`config.mk`:
```
export PLATFORM = sky130hd
export DESIGN_NAME = sio_res_decoder
export DESIGN_NICKNAME = d
export VERILOG_FILES = /design/src/rtl/sio_dec_pkg.sv /design/src/rtl/sio_cfg_decode.sv /design/src/rtl/sio_win_match.sv /design/src/rtl/sio_res_decoder.sv
export SDC_FILE = /design/constraint.sdc
export NUM_CORES = 1
export LEC_CHECK = 0
export BUFFER_PORTS_ARGS = -buffer_cell sky130_fd_sc_hd__buf_2
export CAP_MARGIN = 25
export CORE_ASPECT_RATIO = 0.6
export CORE_MARGIN = 3
export CORE_UTILIZATION = 45
export DETAILED_ROUTE_END_ITERATION = 10
export HOLD_SLACK_MARGIN = 0.15
export PLACE_DENSITY = 0.9
export SKIP_CTS_REPAIR_TIMING = 1
export SYNTH_ARGS = -nofsm -noshare
export SYNTH_HDL_FRONTEND = slang
export SYNTH_SLANG_ARGS = --single-unit
```
`constraint.sdc`:
```
create_clock -name clk -period 4.3 [get_ports clk]
set_input_delay 0.43 -clock clk [delete_from_list [all_inputs] [get_ports clk]]
set_output_delay 0.43 -clock clk [all_outputs]
set_load 0.005 [all_outputs]
```
`src/rtl/sio_dec_pkg.sv`:
```
package sio_dec_pkg;
    localparam int BASE_W = 10;
    localparam int NSP    = 2;
    localparam int NIB    = 4;

    typedef struct packed {
        logic              en;
        logic [BASE_W-1:0] base;
        logic [NIB-1:0]    irq;
    } dev_cfg_t;

    // Divisor of the 24 MHz reference for a serial clock code
    function automatic logic [3:0] clk_divisor(input logic [1:0] code);
        case (code)
            2'd0:    clk_divisor = 4'd13;
            2'd1:    clk_divisor = 4'd12;
            default: clk_divisor = 4'd3;
        endcase
    endfunction
endpackage

```
`src/rtl/sio_cfg_decode.sv`:
```
module sio_cfg_decode
    import sio_dec_pkg::*;
(
    input  logic [7:0]          cfg_par_ctl,
    input  logic [7:0]          cfg_sp_pwr,
    input  logic [7:0]          cfg_mode,
    input  logic [7:0]          cfg_clk_ext,
    input  logic [7:0]          cfg_fdc_win,
    input  logic [7:0]          cfg_par_win,
    input  logic [NSP-1:0][7:0] cfg_sp_win,
    input  logic [7:0]          cfg_irq,
    input  logic [7:0]          cfg_sp_irq,
    output dev_cfg_t            fdc,
    output dev_cfg_t [NSP-1:0]  sp,
    output logic [NSP-1:0][1:0] sp_clk,
    output dev_cfg_t            par,
    output logic                par_wide
);
    logic [7:0] par_byte;

    always_comb begin
        fdc.en   = |cfg_fdc_win[7:6];
        fdc.base = {cfg_fdc_win[7:2], 2'b00, 2'b00};
        fdc.irq  = cfg_irq[7:4];

        par_byte = cfg_mode[0] ? {cfg_par_win[7:1], 1'b0} : cfg_par_win;
        par.en   = cfg_par_ctl[2] && (cfg_par_win >= 8'h40);
        par.base = {par_byte, 2'b00};
        par.irq  = cfg_irq[3:0];
        par_wide = |cfg_mode[1:0];
    end

    for (genvar n = 0; n < NSP; n++) begin : g_sp
        always_comb begin
            sp[n].en   = cfg_sp_pwr[3 + 4*n] && (|cfg_sp_win[n][7:6]);
            sp[n].base = {cfg_sp_win[n][7:1], 1'b0, 2'b00};
            sp[n].irq  = cfg_sp_irq[7 - 4*n -: 4];
            sp_clk[n]  = {cfg_clk_ext[6 + n], cfg_mode[4 + n]};
        end
    end
endmodule

```
`src/rtl/sio_win_match.sv`:
```
module sio_win_match #(
    parameter int ADDR_W = 16,
    parameter int BASE_W = 10,
    parameter int SPAN_W = 4
) (
    input  logic [ADDR_W-1:0] addr,
    input  logic [BASE_W-1:0] base,
    input  logic [SPAN_W-1:0] span,
    input  logic              en,
    output logic              hit
);
    logic [BASE_W:0] diff;
    logic            hi_zero;

    always_comb begin
        hi_zero = (addr[ADDR_W-1:BASE_W] == '0);
        diff    = {1'b0, addr[BASE_W-1:0]} - {1'b0, base};
        hit     = en && hi_zero && !diff[BASE_W]
                  && (diff < (BASE_W+1)'(span));
    end
endmodule

```
`src/rtl/sio_res_decoder.sv`:
```
module sio_res_decoder
    import sio_dec_pkg::*;
#(
    parameter int ADDR_W    = 16,
    parameter int FDC_SPAN  = 8,
    parameter int SP_SPAN   = 8,
    parameter int PAR_SPAN  = 4,
    parameter int PAR_XSPAN = 8
) (
    input  logic                    clk,
    input  logic                    rst_n,
    input  logic [7:0]              cfg_par_ctl,
    input  logic [7:0]              cfg_sp_pwr,
    input  logic [7:0]              cfg_mode,
    input  logic [7:0]              cfg_clk_ext,
    input  logic [7:0]              cfg_fdc_win,
    input  logic [7:0]              cfg_par_win,
    input  logic [1:0][7:0]         cfg_sp_win,
    input  logic [7:0]              cfg_dma,
    input  logic [7:0]              cfg_irq,
    input  logic [7:0]              cfg_sp_irq,
    input  logic [ADDR_W-1:0]       io_addr,
    input  logic                    io_valid,
    output logic                    fdc_en,
    output logic [9:0]              fdc_base,
    output logic [3:0]              fdc_irq,
    output logic [3:0]              fdc_dma,
    output logic [1:0]              sp_en,
    output logic [1:0][9:0]         sp_base,
    output logic [1:0][3:0]         sp_irq,
    output logic [1:0][1:0]         sp_clk,
    output logic [1:0][3:0]         sp_div,
    output logic                    par_en,
    output logic [9:0]              par_base,
    output logic [3:0]              par_irq,
    output logic                    cs_fdc,
    output logic [1:0]              cs_sp,
    output logic                    cs_par
);
    localparam int MAX_SPAN = (FDC_SPAN > SP_SPAN)
                            ? ((FDC_SPAN > PAR_XSPAN) ? FDC_SPAN : PAR_XSPAN)
                            : ((SP_SPAN > PAR_XSPAN) ? SP_SPAN : PAR_XSPAN);
    localparam int SPAN_W   = $clog2(MAX_SPAN + 1);

    typedef struct packed {
        dev_cfg_t            fdc;
        logic [3:0]          dma;
        dev_cfg_t [NSP-1:0]  sp;
        logic [NSP-1:0][1:0] clk;
        logic [NSP-1:0][3:0] div;
        dev_cfg_t            par;
        logic                cs_f;
        logic [NSP-1:0]      cs_s;
        logic                cs_p;
    } state_t;

    state_t              st_d, st_q;
    dev_cfg_t            fdc_c, par_c;
    dev_cfg_t [NSP-1:0]  sp_c;
    logic [NSP-1:0][1:0] clk_c;
    logic                par_wide;
    logic                hit_f, hit_p;
    logic [NSP-1:0]      hit_s;
    logic [SPAN_W-1:0]   par_span;

    sio_cfg_decode u_cfg (
        .cfg_par_ctl (cfg_par_ctl),
        .cfg_sp_pwr  (cfg_sp_pwr),
        .cfg_mode    (cfg_mode),
        .cfg_clk_ext (cfg_clk_ext),
        .cfg_fdc_win (cfg_fdc_win),
        .cfg_par_win (cfg_par_win),
        .cfg_sp_win  (cfg_sp_win),
        .cfg_irq     (cfg_irq),
        .cfg_sp_irq  (cfg_sp_irq),
        .fdc         (fdc_c),
        .sp          (sp_c),
        .sp_clk      (clk_c),
        .par         (par_c),
        .par_wide    (par_wide)
    );

    assign par_span = par_wide ? SPAN_W'(PAR_XSPAN) : SPAN_W'(PAR_SPAN);

    sio_win_match #(.ADDR_W(ADDR_W), .BASE_W(BASE_W), .SPAN_W(SPAN_W)) u_win_fdc (
        .addr (io_addr), .base (fdc_c.base), .span (SPAN_W'(FDC_SPAN)),
        .en (fdc_c.en), .hit (hit_f)
    );

    for (genvar n = 0; n < NSP; n++) begin : g_win_sp
        sio_win_match #(.ADDR_W(ADDR_W), .BASE_W(BASE_W), .SPAN_W(SPAN_W)) u_win (
            .addr (io_addr), .base (sp_c[n].base), .span (SPAN_W'(SP_SPAN)),
            .en (sp_c[n].en), .hit (hit_s[n])
        );
    end

    sio_win_match #(.ADDR_W(ADDR_W), .BASE_W(BASE_W), .SPAN_W(SPAN_W)) u_win_par (
        .addr (io_addr), .base (par_c.base), .span (par_span),
        .en (par_c.en), .hit (hit_p)
    );

    always_comb begin
        st_d     = '0;
        st_d.fdc = fdc_c;
        st_d.dma = cfg_dma[7:4];
        st_d.sp  = sp_c;
        st_d.clk = clk_c;
        for (int n = 0; n < NSP; n++) st_d.div[n] = clk_divisor(clk_c[n]);
        st_d.par = par_c;
        if (io_valid) begin
            if (hit_f)         st_d.cs_f    = 1'b1;
            else if (hit_s[0]) st_d.cs_s[0] = 1'b1;
            else if (hit_s[1]) st_d.cs_s[1] = 1'b1;
            else if (hit_p)    st_d.cs_p    = 1'b1;
        end
    end

    always_ff @(posedge clk) begin
        if (!rst_n) st_q <= '0;
        else        st_q <= st_d;
    end

    assign fdc_en   = st_q.fdc.en;
    assign fdc_base = st_q.fdc.base;
    assign fdc_irq  = st_q.fdc.irq;
    assign fdc_dma  = st_q.dma;
    assign par_en   = st_q.par.en;
    assign par_base = st_q.par.base;
    assign par_irq  = st_q.par.irq;
    assign cs_fdc   = st_q.cs_f;
    assign cs_sp    = st_q.cs_s;
    assign cs_par   = st_q.cs_p;
    assign sp_clk   = st_q.clk;
    assign sp_div   = st_q.div;
    for (genvar n = 0; n < NSP; n++) begin : g_out
        assign sp_en[n]   = st_q.sp[n].en;
        assign sp_base[n] = st_q.sp[n].base;
        assign sp_irq[n]  = st_q.sp[n].irq;
    end

    AST_CS_ONEHOT: assert property (@(posedge clk) disable iff (!rst_n)
        $onehot0({cs_fdc, cs_sp, cs_par}));
    AST_CS_NEEDS_VALID: assert property (@(posedge clk) disable iff (!rst_n)
        !io_valid |=> !(cs_fdc || (|cs_sp) || cs_par));
    AST_CS_FDC_ENABLED: assert property (@(posedge clk) disable iff (!rst_n)
        cs_fdc |-> fdc_en);
    AST_CS_PAR_ENABLED: assert property (@(posedge clk) disable iff (!rst_n)
        cs_par |-> par_en);
    AST_PAR_THRESHOLD: assert property (@(posedge clk) disable iff (!rst_n)
        par_en |-> (par_base[9:8] != 2'b00));
    AST_FDC_BASE_RANGE: assert property (@(posedge clk) disable iff (!rst_n)
        fdc_en |-> (fdc_base[9:8] != 2'b00));
    AST_SP0_POWER: assert property (@(posedge clk) disable iff (!rst_n)
        !cfg_sp_pwr[3] |=> !sp_en[0]);
    AST_SP1_POWER: assert property (@(posedge clk) disable iff (!rst_n)
        !cfg_sp_pwr[7] |=> !sp_en[1]);
    AST_DIV_LEGAL: assert property (@(posedge clk) disable iff (!rst_n)
        $past(rst_n) |-> (sp_div[0] == 4'd13 || sp_div[0] == 4'd12 || sp_div[0] == 4'd3));
endmodule

```
==> impl_results.md <==
* Period minus WS final at 3090 ps
* Final setup vio count at 0
* Fill cells at 556
* Crit. End Element: flip-flop
* CTS buffer count at 9
* DRC errors left at 0
* Wire per inst at 14.3 um
* CP required at 4540 ps
* Asr flop ratio synth at 0
* Max Buffers Root-to-Sink at 2
* I/O Pins at 187
* Met2 GRT Util at 0.322
* CTS Sinks at 66
* CTS tree: built
* Sequential share of the synthesized area at 0.423
* DRT Wirelength at 8200 um
* EDFF count, synth at 0
* Synthesis-stage register bit count at 66
* Maximum number of pins on one net before global-route repair at 37
* Pre-CTS WS at 894 ps
* HP Class: in2reg
* Row count at 22
* Root Buffer: clkbuf_16
* Met1 Use GR at 0.261
* Synth unique cells at 53
* Max_cap viols at 0
* Arr. time, crit path at 3330 ps
* Final hold vios at 0
* Most used DFF post-synth: dfxtp_1
* Global-route wire length before repair at 12700 um
* Vias in the first global route at 2733
* Htree depth at 3
* Initial Util at 0.487
* Die Footprint at 0.00801 mm2
* Post-route ant nets at 0
* Met3 Resource Use GR at 0.0761
* GRT overflow at 0
* Placer Congestion at 0.822
* Power per cell area at 397 mW/mm2
* Mapped Cells at 340
* Antenna diodes at 0
* Initial antenna violation count at 0
* Slew Limit Fails at 0
* GRT Max-Usage Layer: met2
* Layout cell share with drive strength beyond 1 at 0.338
* Critical Path Sink: cs_par
* Worst Setup Path Type: in2reg
* Static Leak at 2.19 nW
* Worst VDD drop at 303 uV
* Die H at 70.6 um
* Area grow syn2layout at 32.9%
* Synth Cell Area at 0.00313 mm2
* Final std cell area, no fill at 0.00415 mm2
* DR iter-0 viols at 173
* Mean cell area of the mapped netlist at 9.19 um2
* DP Area at 0.00385 mm2
* Max Fclk at 323 MHz
* RSZ-0062 raised after global routing: no
* Detail Placement HPWL at 6510 um
* CP startpoint: cfg_par_win[0]
* Worst slew margin at 0.590
* Synth warn at 0
* Drt pass-1 iters at 4
* Crit Path Max Fanout at 2
* Final TNS setup at 0 ps
* Final WS setup at 1210 ps
* CTS clock-pin slew for the worst setup and hold paths at 60 ps
* Port bufs at 141
* Core area at 0.00641 mm2
* Status: complete, no violations
* Total Routing Usage GR at 0.205
* Startpoint types: primary input
* Die Wd at 114 um
* Drt via density at 4.85
* Via Count at 2772
* Final period util at 0.720
* Slew at the pin closest to its max-slew limit at 614 ps
* Fin nets at 623
power breakdown:
group / leakage [nW] / total (W) / internal [W] / switching [W]
registers: 0.549 / 0.000650 / 0.000643 / 0.00000750
clock network: 0.146 / 0.000731 / 0.000453 / 0.000278
logic: 1.49 / 0.000266 / 0.000126 / 0.000140
total: 2.19 / 0.00165 / 0.00122 / 0.000425
through the flow:
stage | utilization | std cells | hold WS [ps] | total power, W
after detailed placement | 0.600 | 556 | 602 | 0.000928
final | 0.647 | 572 | 261 | 0.00165
after global routing | 0.647 | 572 | 266 | 0.00172
after global placement | 0.600 | 556 | 602 | 0.000916
after CTS | 0.647 | 572 | 251 | 0.00166
after floorplan | - | 351 | 497 | 0.000831
worst max-delay path: stages:
cell      delay (ps)
buf_2            100
nor2b_1          140
ha_1             220
fa_1             490
inv_1             40
ha_1             180
or4_4            530
nor4b_2          330
o221ai_1         160
or4b_1           540
nor4_2           160
placed cells by master (no fill, tap or decap), drive strengths merged, types with 10 or more instances in the layout:
master and count:
ha 29, nand2 11, nor2 47, a21oi 10, dfxtp 66, buf 141
and2 26, conb 12, o21ai 11, inv 41
state kept, by name (all words and copies together) (netlist names):
name,count
sp_en,2
sp_irq,8
par_irq,4
sp_base,14
fdc_dma,4
par_en,1
sp_div,6
fdc_en,1
par_base,8
fdc_base,6
sp_clk,4
fdc_irq,4
cs_sp,2
cs_fdc,1
cs_par,1
synth_stat cells (2+ instances only):
cell type | n | area share
ha_1 | 29 | 0.12
buf_4 | 14 | 0.034
nor3_1 | 6 | 0.0096
fa_1 | 4 | 0.026
nand2_1 | 11 | 0.013
nor2_1 | 47 | 0.056
and2_1 | 26 | 0.052
dfxtp_1 | 66 | 0.42
nor2b_1 | 6 | 0.012
xnor2_1 | 6 | 0.017
a21o_1 | 3 | 0.0072
nor3b_1 | 3 | 0.0072
mux2i_1 | 3 | 0.0096
a31oi_1 | 2 | 0.0040
or4b_1 | 2 | 0.0064
or3_1 | 2 | 0.0040
nand3_1 | 4 | 0.0064
nor4_1 | 2 | 0.0040
clkbuf_1 | 6 | 0.0072
o21ai_0 | 10 | 0.016
or4_1 | 3 | 0.0072
o21a_1 | 6 | 0.014
a21oi_1 | 10 | 0.016
inv_1 | 38 | 0.046
a2111oi_0 | 2 | 0.0056
o211ai_1 | 2 | 0.0048
per-layer routing:
layer,routed length [um],vias up
met1,3620,1217
met4,164,0
li1,-,1397
met2,3560,140
met3,849,18
met5,0,-
worst min path at each step:
stage	start	to	depth (start not counted)
final	cfg_clk_ext[7]	sp_div[6]	2
after global routing	cfg_clk_ext[7]	sp_div[6]	2
after CTS	cfg_clk_ext[7]	sp_div[6]	2
after detailed placement	cfg_clk_ext[7]	sp_div[6]	2
after global placement	cfg_clk_ext[7]	sp_div[6]	2
after floorplan	cfg_clk_ext[7]	sp_div[6]	1
cell type report:
| cell class | instances | area [um2] | share of cell area |
|---|---|---|---|
| multi-input cells | 226 | 1570 | 0.378 |
| flip-flops and latches | 66 | 1320 | 0.318 |
| repair buffers | 141 | 706 | 0.170 |
| clock buffers | 9 | 225 | 0.0542 |
| inverters | 39 | 146 | 0.0353 |
| well taps | 84 | 105 | 0.0253 |
| clock inverters | 7 | 77.6 | 0.0187 |
kinds of logic after synthesis:
logic type	share of synthesized area
muxes	0.00961
other	0.00120
and+or+nand+nor	0.209
AOI/OAI and AO/OA	0.108
adders and majority gates	0.142
DFF	0.423
buffers and inverters	0.0877
xor gates and xnor gates	0.0196
No activity file was read; power rests on OpenSTA's default activity.
